File: src/rtl/prio_irq_pkg.sv
package prio_irq_pkg;
  localparam int NUM_SRC = 8;
  localparam int SEL_W   = 4;
  localparam int ID_W    = $clog2(NUM_SRC);
  localparam int IRQ_ID  = 5;

  // promote code -> source id; the code equal to irq_id is a reserved alias
  function automatic logic [ID_W-1:0] code_to_id(input logic [SEL_W-1:0] code,
                                                 input int irq_id, input int num_src);
    int c;
    c = int'(code);
    if (c < irq_id)        return ID_W'(c);
    else if (c == irq_id)  return ID_W'(irq_id);
    else if (c <= num_src) return ID_W'(c - 1);
    else                   return ID_W'(irq_id);
  endfunction

  // default ranking: irq first, then wrap around the id space
  function automatic logic [ID_W-1:0] rank_src(input int rank, input int irq_id,
                                               input int num_src);
    return ID_W'((rank + irq_id) % num_src);
  endfunction
endpackage

File: src/rtl/prio_sel_reg.sv
module prio_sel_reg #(
  parameter int SEL_W    = 4,
  parameter int RST_CODE = 5
) (
  input  logic             clk_i,
  input  logic             rst_ni,
  input  logic             we_i,
  input  logic             mask_i,
  input  logic [SEL_W-1:0] wdata_i,
  output logic [SEL_W-1:0] sel_q_o
);
  always_ff @(posedge clk_i or negedge rst_ni) begin
    if (!rst_ni)              sel_q_o <= SEL_W'(RST_CODE);
    else if (we_i && mask_i)  sel_q_o <= wdata_i;
  end
endmodule

File: src/rtl/prio_sel_decode.sv
module prio_sel_decode
  import prio_irq_pkg::*;
#(
  parameter int NUM_SRC = 8,
  parameter int SEL_W   = 4,
  parameter int ID_W    = $clog2(NUM_SRC),
  parameter int IRQ_ID  = 5
) (
  input  logic [SEL_W-1:0] sel_i,
  output logic [ID_W-1:0]  promo_id_o
);
  always_comb promo_id_o = code_to_id(sel_i, IRQ_ID, NUM_SRC);
endmodule

File: src/rtl/prio_pick.sv
module prio_pick
  import prio_irq_pkg::*;
#(
  parameter int NUM_SRC = 8,
  parameter int ID_W    = $clog2(NUM_SRC),
  parameter int IRQ_ID  = 5
) (
  input  logic [NUM_SRC-1:0] req_i,
  input  logic [ID_W-1:0]    promo_id_i,
  output logic               any_o,
  output logic [ID_W-1:0]    win_id_o
);
  logic [NUM_SRC-1:0] req_ord;
  logic [ID_W-1:0]    src_ord [NUM_SRC];
  logic [ID_W-1:0]    chain_id;

  for (genvar r = 0; r < NUM_SRC; r++) begin : g_rank
    localparam logic [ID_W-1:0] SRC = rank_src(r, IRQ_ID, NUM_SRC);
    assign src_ord[r] = SRC;
    assign req_ord[r] = req_i[SRC];
  end

  // fixed chain: scan from lowest rank so highest active overwrites
  always_comb begin
    chain_id = '0;
    for (int r = NUM_SRC - 1; r >= 0; r--) begin
      if (req_ord[r]) chain_id = src_ord[r];
    end
  end

  always_comb begin
    any_o    = |req_i;
    win_id_o = req_i[promo_id_i] ? promo_id_i : chain_id;
  end
endmodule

File: src/rtl/prio_irq_arbiter.sv
module prio_irq_arbiter
  import prio_irq_pkg::*;
#(
  parameter int NUM_SRC  = prio_irq_pkg::NUM_SRC,
  parameter int SEL_W    = prio_irq_pkg::SEL_W,
  parameter int IRQ_ID   = prio_irq_pkg::IRQ_ID,
  localparam int ID_W    = $clog2(NUM_SRC)
) (
  input  logic               clk_i,
  input  logic               rst_ni,
  input  logic [NUM_SRC-1:0] req_i,
  input  logic               mask_i,
  input  logic               sel_we_i,
  input  logic [SEL_W-1:0]   sel_wdata_i,
  output logic [SEL_W-1:0]   sel_o,
  output logic               pend_o,
  output logic [ID_W-1:0]    win_id_o
);
  logic [ID_W-1:0] promo_id;
  logic            any_req;

  prio_sel_reg #(.SEL_W(SEL_W), .RST_CODE(IRQ_ID)) u_sel_reg (
    .clk_i   (clk_i),
    .rst_ni  (rst_ni),
    .we_i    (sel_we_i),
    .mask_i  (mask_i),
    .wdata_i (sel_wdata_i),
    .sel_q_o (sel_o)
  );

  prio_sel_decode #(.NUM_SRC(NUM_SRC), .SEL_W(SEL_W), .ID_W(ID_W), .IRQ_ID(IRQ_ID)) u_dec (
    .sel_i      (sel_o),
    .promo_id_o (promo_id)
  );

  prio_pick #(.NUM_SRC(NUM_SRC), .ID_W(ID_W), .IRQ_ID(IRQ_ID)) u_pick (
    .req_i      (req_i),
    .promo_id_i (promo_id),
    .any_o      (any_req),
    .win_id_o   (win_id_o)
  );

  assign pend_o = any_req & ~mask_i;
endmodule

File: config.mk
export PLATFORM = sky130hd
export DESIGN_NAME = prio_irq_arbiter
export DESIGN_NICKNAME = d
export VERILOG_FILES = /design/src/rtl/prio_irq_pkg.sv /design/src/rtl/prio_sel_reg.sv /design/src/rtl/prio_sel_decode.sv /design/src/rtl/prio_pick.sv /design/src/rtl/prio_irq_arbiter.sv
export SDC_FILE = /design/constraint.sdc
export NUM_CORES = 1
export LEC_CHECK = 0
export BUFFER_PORTS_ARGS = -buffer_cell sky130_fd_sc_hd__buf_4
export CELL_PAD_IN_SITES_DETAIL_PLACEMENT = 0
export CELL_PAD_IN_SITES_GLOBAL_PLACEMENT = 1
export CORE_MARGIN = 5
export CORE_UTILIZATION = 32
export CTS_CLUSTER_DIAMETER = 50
export DETAILED_ROUTE_END_ITERATION = 6
export PLACE_DENSITY_LB_ADDON = 0.1
export SYNTH_ARGS = -nofsm -noshare
export SYNTH_HDL_FRONTEND = slang
export SYNTH_SLANG_ARGS = --single-unit
File: constraint.sdc
create_clock -name clk_i -period 3.8 [get_ports clk_i]
set_input_delay 0.76 -clock clk_i [delete_from_list [all_inputs] [get_ports clk_i]]
set_output_delay 0.76 -clock clk_i [all_outputs]
set_load 0.05 [all_outputs]
==> impl_metrics.tcl <==
set metrics [dict create \
    hold_class "primary input to async pin" \
    ys_warn_count 0 \
    clk_latency_ps 230 \
    tritoncts "done" \
    grt_pass1_wl_mm 2.44 \
    placed_cell_area_sq_um 727 \
    gp_congestion 0.791 \
    final_max_slew_viol_count 0 \
    nets 108 \
    drc 0 \
    synth_seq_cells 4 \
    arrival_ps 2770 \
    cts.htree.levels 1 \
    power.total_mw 0.349 \
    cts.clk_slew.worst_paths_ps 50 \
    io_pins 24 \
    drt_pass1_iterations 4 \
    crit_path_start_kind "flop" \
    grt_overflow_total 0 \
    drtIter0Drc 5 \
    maxCapViolations 0 \
    start_util_pct 34.6 \
    die_w_um 50.8 \
    worst_pin_slew_ps 361 \
    fmax_ghz 0.284 \
    die-area_sq_um 2580 \
    critical_path.max_fanout 6 \
    cts_buffers 3 \
    worst-setup-path-type "flop to primary output" \
    largest_register_ffs 4 \
    core_area_sq_um 1540 \
    slew_headroom_pct 75.8 \
    synthTopCellsByArea "dfstp_2, dfrtp_1, mux2_2, a21oi_1, ha_1" \
    min_period_ps 3530 \
    place_hpwl_mm 1.19 \
    skew_ps 0 \
    peakVddDrop_mv 0.254 \
    postSynthAreaPerCell_sq_um 8.60 \
    setup_viol_count_final 0 \
    track_usage_pct 11.8 \
    p_per_area_nw_per_um2 455 \
    reg_top3 "u_sel_reg.sel_q_o: 4 flops" \
    fin_area_sq_um 768 \
    endpoint_kind "primary output" \
    cts.path.max_buffers 2 \
    syn_inst 62 \
    clock-sinks 4 \
    antenna_found_initial 0 \
    vias_per_cell 5.34 \
    synth_cell_types 32 \
    synth_sequential_area_ratio_pct 19.2 \
    routed-via-count 561 \
    outcome "complete, no violations" \
    hold_slack_ps 303 \
    wl_per_cell_um 13.8 \
    hold_viol_final 0 \
    cts_resized 0 \
    cp.required_ps 3040 \
    root_buffer "clkbuf_4" \
    num_rows 14 \
    area_delta_synth_final_pct 44.1 \
    grt_max_degree 12 \
    rsz0062_at_grt "false" \
    tns_ps 0 \
    synth_top_cell_by_area "dfstp_2" \
    grt_pass1_vias 549 \
    layout-drive-gt1-share_pct 50.6 \
    port-buffer-count 23 \
    top_register "u_sel_reg.sel_q_o" \
    dieHeight_um 50.8 \
    syn-cell-area_sq_um 533 \
    n_antenna_cell 0 \
    synth_top_area_share_pct 9.86 \
    syn_nets 80 \
    finalCritPeriodShare_pct 92.8 \
    wirelength_mm 1.45 \
    ant_nets 0 \
    fillCellCount 161 \
    p_leak_nw 0.342 \
]
[critical path, stage by stage, from the launching register on]
cell and delay [ps]:
dfstp_2 550, inv_1 50, ha_1 270, nor4b_2 290
a21oi_1 80, o22ai_2 300, mux4_2 560, a32oi_2 220
buf_4 220
[report_power, final]
group	total (mW)	internal [mW]	switching [mW]
clock	0.0601	0.0396	0.0205
sequential	0.0642	0.0516	0.0126
combinational	0.225	0.0955	0.129
[what timing repair did]
| action | CTS | global route |
|---|---|---|
| endpoints found under the setup margin | 0 | 2 |
| hold buffers | 0 | 0 |
| setup buffers | 0 | 2 |
[cell families (layout without fill, tap and decap cells)]
family / count (synthesis) / count (layout) / share of synthesized area (%)
DFF: 4 / 4 / 19.2
buffers and inverters: 8 / 35 / 7.75
AOI/OAI and AO/OA: 21 / 21 / 29.3
and+or+nand+nor: 19 / 19 / 19.7
muxes: 8 / 8 / 19.2
adders and majority gates: 2 / 2 / 4.69
[area by class of cell]
class                           count  area [sq um]  area share (%)
Clock buffer                        4          26.3            3.42
Inverter                            6          22.5            2.93
Multi-Input combinational cell     50           409            53.3
Sequential cell                     4           103            13.4
Tap cell                           16          20.0            2.61
Timing Repair Buffer               25           188            24.4
[cells in the mapped netlist, drive strengths merged]
cell type and number:
a21oi 6, o31ai 1, nor3 3, mux2 5
nor4b 1, mux4 1, buf 2, mux2i 2
inv 6, nor2 6, a32oi 1, a311oi 1
o21bai 1, o21ai 2, dfrtp 2, o21a 1
nand2 5, ha 2, o211ai 1, dfstp 2
o22ai 3, nand3 1, o221a 1, nor2b 1
a2bb2oi 1, o31a 1, nor3b 1, o32a 1
and2 1
[placed cells by master, fill, tap and decap left out, types with 2 or more instances in the layout]
cell and instances:
mux2_2 4, clkbuf_4 3, o21ai_0 2, a21oi_1 6
nand2_1 5, buf_4 25, inv_1 6, ha_1 2
o22ai_1 2, nor2_1 6, dfstp_2 2, nor3_1 3
dfrtp_1 2
[per-layer routing]
layer  GRT usage, %  vias to the layer above  share of wire [%]  wire (um)
met5              0                        -                  0          0
met4           5.11                        0               0.34          5
met3           3.20                        2                7.9        114
met2           19.2                       23                 50        726
met1           14.4                      247                 42        605
li1               -                      289                  -          -
[worst paths after layout]
check                                           from              endpoint  slack, ps  cells past startpoint
worst min register to register  u_sel_reg.sel_q_o[1]  u_sel_reg.sel_q_o[1]        630                      1
worst max-delay path            u_sel_reg.sel_q_o[0]           win_id_o[2]        270                      8
worst min-delay path                          rst_ni  u_sel_reg.sel_q_o[3]        300                      1
max in group asynchronous                     rst_ni  u_sel_reg.sel_q_o[0]       3300                      1
worst max register to register  u_sel_reg.sel_q_o[3]  u_sel_reg.sel_q_o[3]       2870                      1
min in group clk_i              u_sel_reg.sel_q_o[1]  u_sel_reg.sel_q_o[1]        630                      1
[per-stage QoR]
stage | util (%) | setup slack (ps) | std cells
3_5_place_dp | 47.2 | 431 | 99
5_1_grt | 49.8 | 89.1 | 105
3_3_place_gp | 47.2 | 457 | 99
2_1_floorplan | - | 84.7 | 62
6_report | 49.8 | 274 | 105
4_1_cts | 48.9 | 168 | 103
(Power assumes the default switching activity.)
